## src/rtl/gamma_pkg.sv

```systemverilog
package gamma_pkg;
  localparam int NSEG   = 10;
  localparam int NKNOT  = NSEG + 1;
  localparam int IN_MAX = 896;

  // fixed input position of each knot
  function automatic int knot_x(input int k);
    case (k)
      0: return 0;     1: return 64;    2: return 128;
      3: return 192;   4: return 256;   5: return 384;
      6: return 512;   7: return 640;   8: return 768;
      9: return 832;   default: return 896;
    endcase
  endfunction

  // log2 of segment width (widths are 64 or 128)
  function automatic int seg_shift(input int k);
    return (k >= 4 && k <= 7) ? 7 : 6;
  endfunction

  // reset code of a knot: rounded straight line to full scale
  function automatic int knot_default(input int k, input int code_max);
    return (knot_x(k) * code_max + IN_MAX / 2) / IN_MAX;
  endfunction
endpackage

```

## src/rtl/gamma_curve_regs.sv

```systemverilog
module gamma_curve_regs
  import gamma_pkg::*;
#(
  parameter int CODE_W = 8
) (
  input  logic                          clk,
  input  logic                          rst_n,
  input  logic                          cfg_we,
  input  logic [3:0]                    cfg_idx,
  input  logic [CODE_W-1:0]             cfg_val,
  input  logic                          frame_start,
  output logic [NKNOT-1:0][CODE_W-1:0]  act_tbl,
  output logic                          curve_bad
);
  localparam int CODE_MAX = (1 << CODE_W) - 1;

  logic [NKNOT-1:0][CODE_W-1:0] pend_q, act_q;

  always_ff @(posedge clk) begin
    if (!rst_n) begin
      for (int k = 0; k < NKNOT; k++) begin
        pend_q[k] <= CODE_W'(knot_default(k, CODE_MAX));
        act_q[k]  <= CODE_W'(knot_default(k, CODE_MAX));
      end
    end else begin
      if (cfg_we && int'(cfg_idx) < NKNOT) pend_q[cfg_idx] <= cfg_val;
      if (frame_start) act_q <= pend_q;
    end
  end

  logic [NSEG-1:0] drop;
  generate
    for (genvar s = 0; s < NSEG; s++) begin : g_mono
      assign drop[s] = pend_q[s+1] < pend_q[s];
    end
  endgenerate

  assign curve_bad = |drop;
  assign act_tbl   = act_q;


  act_hold_chk: assert property (@(posedge clk) disable iff (!rst_n)
    !frame_start |=> $stable(act_q));
endmodule

```

## src/rtl/gamma_interp.sv

```systemverilog
module gamma_interp
  import gamma_pkg::*;
#(
  parameter int LUMA_W = 10,
  parameter int CODE_W = 8
) (
  input  logic                          clk,
  input  logic                          rst_n,
  input  logic                          adv,
  input  logic                          s0_vld,
  input  logic [LUMA_W-1:0]             s0_luma,
  input  logic [NKNOT-1:0][CODE_W-1:0]  tbl,
  output logic                          s2_vld,
  output logic [CODE_W-1:0]             s2_code
);
  localparam int DX_W = 8;
  localparam int RS_W = CODE_W + 1;
  localparam int PW   = DX_W + RS_W + 1;

  // stage 0 -> 1: segment lookup
  logic [3:0]             seg;
  logic [DX_W-1:0]        dx;
  logic [2:0]             sh;
  logic [CODE_W-1:0]      base;
  logic signed [RS_W-1:0] rise;

  always_comb begin
    seg = '0;
    dx  = DX_W'(s0_luma);
    sh  = 3'(seg_shift(0));
    for (int k = 1; k < NSEG; k++) begin
      if (int'(s0_luma) >= knot_x(k)) begin
        seg = 4'(k);
        dx  = DX_W'(int'(s0_luma) - knot_x(k));
        sh  = 3'(seg_shift(k));
      end
    end
    if (int'(s0_luma) > IN_MAX) begin
      base = tbl[NKNOT-1];
      rise = '0;
      dx   = '0;
    end else begin
      base = tbl[seg];
      rise = $signed({1'b0, tbl[seg + 4'd1]}) - $signed({1'b0, tbl[seg]});
    end
  end

  logic                   s1_vld;
  logic [DX_W-1:0]        s1_dx;
  logic [2:0]             s1_sh;
  logic [CODE_W-1:0]      s1_base;
  logic signed [RS_W-1:0] s1_rise;

  always_ff @(posedge clk) begin
    if (!rst_n) begin
      s1_vld <= 1'b0;
    end else if (adv) begin
      s1_vld <= s0_vld;
    end
  end

  always_ff @(posedge clk) begin
    if (adv && s0_vld) begin
      s1_dx   <= dx;
      s1_sh   <= sh;
      s1_base <= base;
      s1_rise <= rise;
    end
  end

  // stage 1 -> 2: interpolate and round
  logic signed [PW-1:0] prod, acc, frac, res;

  always_comb begin
    prod = $signed({1'b0, s1_dx}) * s1_rise;
    acc  = prod + (PW'(1) <<< (s1_sh - 3'd1));
    frac = acc >>> s1_sh;
    res  = $signed({{(PW-CODE_W){1'b0}}, s1_base}) + frac;
  end

  always_ff @(posedge clk) begin
    if (!rst_n) begin
      s2_vld <= 1'b0;
    end else if (adv) begin
      s2_vld <= s1_vld;
    end
  end

  always_ff @(posedge clk) begin
    if (adv && s1_vld) s2_code <= res[CODE_W-1:0];
  end


  s0_to_s1_chk: assert property (@(posedge clk) disable iff (!rst_n)
    (adv && s0_vld) |=> s1_vld);


  s1_to_s2_chk: assert property (@(posedge clk) disable iff (!rst_n)
    (adv && s1_vld) |=> s2_vld);
endmodule

```

## src/rtl/gamma_compress.sv

```systemverilog
module gamma_compress
  import gamma_pkg::*;
#(
  parameter int LUMA_W = 10,
  parameter int CODE_W = 8
) (
  input  logic              clk,
  input  logic              rst_n,
  input  logic              in_valid,
  output logic              in_ready,
  input  logic [LUMA_W-1:0] in_luma,
  output logic              out_valid,
  input  logic              out_ready,
  output logic [CODE_W-1:0] out_code,
  input  logic              cfg_we,
  input  logic [3:0]        cfg_idx,
  input  logic [CODE_W-1:0] cfg_val,
  input  logic              frame_start,
  output logic              curve_bad
);
  logic [NKNOT-1:0][CODE_W-1:0] act_tbl;
  logic                         adv;

  assign adv      = !out_valid || out_ready;
  assign in_ready = adv;

  gamma_curve_regs #(.CODE_W(CODE_W)) u_regs (
    .clk         (clk),
    .rst_n       (rst_n),
    .cfg_we      (cfg_we),
    .cfg_idx     (cfg_idx),
    .cfg_val     (cfg_val),
    .frame_start (frame_start),
    .act_tbl     (act_tbl),
    .curve_bad   (curve_bad)
  );

  gamma_interp #(.LUMA_W(LUMA_W), .CODE_W(CODE_W)) u_interp (
    .clk     (clk),
    .rst_n   (rst_n),
    .adv     (adv),
    .s0_vld  (in_valid),
    .s0_luma (in_luma),
    .tbl     (act_tbl),
    .s2_vld  (out_valid),
    .s2_code (out_code)
  );


  out_hold_chk: assert property (@(posedge clk) disable iff (!rst_n)
    (out_valid && !out_ready) |=> (out_valid && $stable(out_code)));
endmodule

```

## config.mk

```make
export PLATFORM = sky130hd
export DESIGN_NAME = gamma_compress
export DESIGN_NICKNAME = d
export VERILOG_FILES = /design/src/rtl/gamma_pkg.sv /design/src/rtl/gamma_curve_regs.sv /design/src/rtl/gamma_interp.sv /design/src/rtl/gamma_compress.sv
export SDC_FILE = /design/constraint.sdc
export NUM_CORES = 1
export LEC_CHECK = 0
export ABC_AREA = 1
export BUFFER_PORTS_ARGS = -buffer_cell sky130_fd_sc_hd__buf_2
export CAP_MARGIN = 10
export CORE_MARGIN = 3
export CORE_UTILIZATION = 30
export CTS_BUF_LIST = sky130_fd_sc_hd__clkbuf_4
export DETAILED_ROUTE_END_ITERATION = 8
export PLACE_DENSITY = 0.42
export RECOVER_POWER = 25
export SLEW_MARGIN = 15
export SYNTH_ARGS = -nofsm -noshare
export SYNTH_HDL_FRONTEND = slang
export SYNTH_SLANG_ARGS = --single-unit
```

## constraint.sdc

```tcl
create_clock -name clk -period 19.1 [get_ports clk]
set_input_delay 0 -clock clk [delete_from_list [all_inputs] [get_ports clk]]
set_output_delay 0 -clock clk [all_outputs]
set_load 0.03 [all_outputs]
```

Word-level counts from Yosys, hierarchy flattened --
Cells that the tools add are included.
Word-level totals: register bits 214, output and inout bits 11, logic and storage cells 170, input bits 28
Operators by class: add/sub/neg operators 25, multipliers 12, order comparisons 25, eq/ne operators 2, div/mod/pow operators 11, mux-type cells 54, reduce and logical (&&, ||, !) cells 9, shifts and indexed selects 2
Operators with widths (number):
- $add A32 B10 Y32 const B | 11
- $div A32 B11 Y32 const B | 11
- $mul A32 B9 Y32 const B | 11
- $mux W32 | 11
- $mux W88 | 4
- $mux W8 | 22
- $bwmux W88 | 1
- $lt A8 B8 Y1 | 10
- $sub A8 B8 Y8 | 9
- $bmux W8 S4 | 2
- $ge A10 B10 Y1 const B | 4
- $demux W8 S4 | 1
- $mux W4 | 8
- $ge A10 B8 Y1 const B | 2
- $ge A10 B9 Y1 const B | 2
- $add A18 B18 Y18 | 1
- $mul A9 B9 Y18 | 1
- $sshl A2 B3 Y18 const A | 1
- $sshr A18 B3 Y8 | 1
- $lt A4 B5 Y1 const B | 3
- $ge A10 B7 Y1 const B | 1
- $gt A10 B10 Y1 const B | 1
- $reduce_or A10 Y1 | 1
- $sub A8 B8 Y9 | 1
- other kinds (12) | 20

Depth between registers and ports, before layout --
depth after elaboration 14, depth in mapped cells 35, depth with buffers taken out 32

Cells and area by module --
From an unflattened synthesis, not the netlist that was laid out.
Unflattened totals: cells, all modules 1853, area, all modules 15426.0 µm²
Modules (own cells, without submodules):
- gamma_curve_regs | seq. area each 5285.1 µm², area an instance 9061.2 µm², instances 1, cells each 904
- gamma_interp | seq. area each 1061.0 µm², area an instance 6357.3 µm², instances 1, cells each 947
- gamma_compress | seq. area each 0.0 µm², area an instance 7.5 µm², instances 1, cells each 2

Worst setup path before layout --
Ideal clock, no wire load.
path kind input port to flip-flop, from input port cfg_idx[0], to register u_regs.pend_q[0] (netlist bit) (enable), stages 3, slack 12.127 ns, required time 18.444 ns, setup time 0.656 ns, arrival time 6.317 ns, buffers on the path 0, path through nand2_1 a21oi_1 o21ai_0
Between the ends: longest elaborated chain between the ends 3
RTL lines:
- from (decl) | RTL line gamma_compress.sv:16 | input logic [3:0] cfg_idx,
- $lt A4 B4 Y1 | RTL line gamma_curve_regs.sv:26 | if (cfg_we && int'(cfg_idx) < NKNOT) pend_q[cfg_idx] <= cfg_val;
- $logic_and A1 B1 Y1 | RTL line gamma_curve_regs.sv:26
- $ne A2 B1 Y1 (no line)
- to (signal, indexed assignment) | RTL line gamma_curve_regs.sv:22 | pend_q[k] <= CODE_W'(knot_default(k, CODE_MAX));
- to (decl) | RTL line gamma_curve_regs.sv:17 | logic [NKNOT-1:0][CODE_W-1:0] pend_q, act_q;
No other way between the ends. A chain may end at the register's enable or synchronous reset.

Worst setup path in the final report --
from register u_interp.s1_dx[1], to register u_interp.s2_code[7] (data pin)
Between the ends: longest elaborated chain between the ends 4
RTL lines:
- from (decl) | RTL line gamma_interp.sv:49 | logic [DX_W-1:0] s1_dx;
- from (signal assigned) | RTL line gamma_interp.sv:64 | s1_dx <= dx;
- $mul A9 B9 Y18 | RTL line gamma_interp.sv:75 | prod = $signed({1'b0, s1_dx}) * s1_rise;
- $add A18 B18 Y18 | RTL line gamma_interp.sv:76 | acc = prod + (PW'(1) <<< (s1_sh - 3'd1));
- $sshr A18 B3 Y8 | RTL line gamma_interp.sv:77 | frac = acc >>> s1_sh;
- $add A8 B8 Y8 | RTL line gamma_interp.sv:78 | res = $signed({{(PW-CODE_W){1'b0}}, s1_base}) + frac;
- named net u_interp.res[7] | RTL line gamma_interp.sv:72 | logic signed [PW-1:0] prod, acc, frac, res;
- to (signal assigned) | RTL line gamma_interp.sv:90 | if (adv && s1_vld) s2_code <= res[CODE_W-1:0];
- to (decl) | RTL line gamma_interp.sv:14 | output logic [CODE_W-1:0] s2_code
The timed path passes the listed nets, and every way through them passes these cells.

==> out/qor.yml <==
num-nets-final: 2024
io_buffers: 38
seq_area_frac_synth_pct: 42.1
io_pins: 39
stdcell_count: 2534
violations: "capacitance limit, slew limit"
grt_pass1_wl_um: 68600
post-route-worst-setup-slack_ps: 12960
die_x_um: 230
cts_resized: 0
multi_input_area_mm2: 0.00708
tns_ps: 0
grt_pass1_vias: 12182
synth_nets: 1937
synth_cells: 1738
syn_area_per_cell_um2: 8.67
rrSetupSlack_ps: 12960
ys_async_sr_fraction_pct: 0
synthToLayoutAreaGrowth_pct: 13.6
die_y_um: 230
setup.worst_path.start_class: "flip-flop"
wl_met1_um: 20900
dr_wl_met2_um: 19800
status: "complete, but fails checks"
end_kind: "flip-flop"
gp_congestion: 0.814
grt-ovfl-total: 0
synth.distinct_cells: 46
maxSlewViolCount: 217
cts_tree: "yes"
start_util_pct: 30.6
drv_cap: 4
intPower_uw: 1500
dieArea_mm2: 0.0529
clock_path_buffers: 3
swShare_pct: 43.9
drive_gt1_share_pct: 9.47
hold_class: "in -> reg"
grt_max_degree: 85
insertion_delay_ps: 790
power.density_mw_per_mm2: 156
final_common_cell: "nand2_1"
fill_cells: 5286
fp.coreArea_mm2: 0.0493
wl_um: 43600
pwr-share-clk_pct: 17.4
via_count: 11971
place_ws_ps: 12940
dp_hpwl_um: 32000
reg2reg_from: "u_interp.s1_dx[1]$_SDFFCE_PP0P_"
routedWlPerCell_um: 17.2
yosysTopAreaCellShare_pct: 41.9
cp_max_fo: 9
power.share.combinational_pct: 57.7
finalCriticalPeriod_ps: 6140
synth_seq_cells: 212
period_share_pct: 32.2
cts_hold_buf: 47
max_freq_ghz: 0.163
synth_top_area_cell: "edfxtp_1"
p_leak_uw: 0.00795
p_seq_share_pct: 24.9
hold_viol: 0
ant_nets: 0
cts-buffers-inserted: 68
first_iter_violations: 813
min_path_cells: 5
power.switching_uw: 1170
track_usage_pct: 16.8
synth-edff-count: 210
topRoutingLayerUsed: "met4"
irDropWorstVdd_v: 0.000264
worst_pin_slew_ps: 3480
r2r_cells: 25
first_pass_iters: 7
setup_viol: 0
worst_r2r_endpoint: "u_interp.s2_code[7]$_DFFE_PP_"
ys.flop_type: "edfxtp_1"
cts_setup_buffers: 0
required_ps: 19580
layout_common_cells: "nand2_1 (368), inv_1 (336), edfxtp_1 (210), a21oi_1 (124), ha_1 (124)"
cts_root_buf: "clkbuf_4"
met3WireLength_um: 1790
regArea_mm2: 0.00635
finalCoreUtilization_pct: 34.7
cts_sinks: 212
drc: 0
finalClockSkew_ps: 54.8
critical_path_class: "reg -> reg"
htreeDepth: 3
yosys_warnings: 0
num_rows: 81
arrival_ps: 6630
grt_setup_unrepaired: "false"
dp.cells: 2372
synth_area_mm2: 0.0151
antenna_found_initial: 1
synth.area.top_cells: "edfxtp_1 (42%), ha_1 (10%), nand2_1 (9.1%)"
clk_pin_slew_worst_paths_ps: 50
hp-start: "out_ready"
via_per_inst: 4.72
slew_headroom_pct: -132
holdPathEnd: "u_interp.s2_vld$_SDFFE_PN0N_"
metal layers:
metal  vias to the layer above  global-route usage [%]
met5                         -                       0
met4                         0                    6.35
met3                        73                    3.12
met2                       232                    26.4
met1                      5720                    22.9
li1                       5946                       -
synthesized netlist by cell type (9+ instances only):
master and count:
nand4_1 9, o21ai_0 97, clkbuf_1 57, buf_2 9
xor2_1 12, a21oi_1 124, o211ai_1 61, or2_2 10
ha_1 124, edfxtp_1 210, o21ai_1 16, nand2_1 367
nand3_1 113, nor2_1 55, fa_1 47, inv_1 336
kinds of logic (layout without fill, tap and decap cells):
group	after synthesis	after routing	share of synthesized area, %
adder cells (fa/ha/maj)	171	171	16.5
AND/OR/NAND/NOR	574	574	16.2
multiplexers	2	2	0.133
AO/OA/AOI/OAI	333	333	12.9
XOR/XNOR	20	20	1.21
flip-flops	212	212	42.1
other	0	1	0
buffers and inverters	426	557	11.0
power groups by stage:
stage / clock network, µW / logic (µW) / registers (µW)
after floorplan: 0 / 1210 / 673
after global placement: 0 / 1570 / 675
after detailed placement: 0 / 1550 / 675
after CTS: 487 / 1580 / 666
after global routing: 511 / 1800 / 671
final: 464 / 1540 / 666
final cells by class:
type	instances	share of cell area (%)
multi-input combinational	1100	41.4
clock inverter	24	0.855
antenna	1	0.0146
clock buffer	90	3.95
inverter	347	7.61
timing repair buffer	96	4.27
sequential	212	37.1
tap	664	4.85
through the flow:
step / instance area (µm²) / total power (µW) / hold slack, ps
2_1_floorplan: 15100 / 1890 / 166
3_3_place_gp: 15800 / 2240 / 288
3_5_place_dp: 15800 / 2220 / 294
4_1_cts: 17100 / 2730 / 12.0
5_1_grt: 17100 / 2980 / 92.9
6_report: 17100 / 2670 / 117
how the worst max path moves through the flow:
stage,startpoint,endpoint,slack [ps],cells past startpoint
2_1_floorplan,cfg_idx[0],u_regs.pend_q[0]$_SDFFCE_PN0P_,12130,3
3_3_place_gp,u_interp.s1_dx[1]$_SDFFCE_PP0P_,u_interp.s2_code[7]$_DFFE_PP_,12940,25
3_5_place_dp,u_interp.s1_dx[1]$_SDFFCE_PP0P_,u_interp.s2_code[7]$_DFFE_PP_,12940,25
4_1_cts,u_interp.s1_dx[1]$_SDFFCE_PP0P_,u_interp.s2_code[7]$_DFFE_PP_,12910,25
5_1_grt,u_interp.s1_dx[1]$_SDFFCE_PP0P_,u_interp.s2_code[7]$_DFFE_PP_,12630,25
6_report,u_interp.s1_dx[1]$_SDFFCE_PP0P_,u_interp.s2_code[7]$_DFFE_PP_,12960,25
worst max-delay path: stages, from the launching register on:
cell and delay, ps:
edfxtp_1 530, or2_2 370, fa_1 520, fa_1 530, fa_1 520, fa_1 520, fa_1 540, inv_1 40
ha_1 350, a21oi_1 140, o21ai_0 90, a21o_1 190, nand2_1 60, nor2_1 50, nor2_1 80, inv_1 50
or2_1 220, nand3_1 70, o21ai_0 120, ha_1 300, inv_1 50, nor2_1 90, nor2_1 50, o21bai_1 160
xnor2_1 90, xor2_1 160
flip-flops by register name, indices dropped and copies added, names as in the netlist:
register / flops
u_interp.s2_vld: 1
u_interp.s1_sh: 1
u_interp.s1_vld: 1
u_interp.s2_code: 8
u_interp.s1_rise: 9
u_regs.act_tbl: 88
u_regs.pend_q: 88
u_interp.s1_base: 8
u_interp.s1_dx: 8
Note: power is estimated with default switching activity, not from simulation.
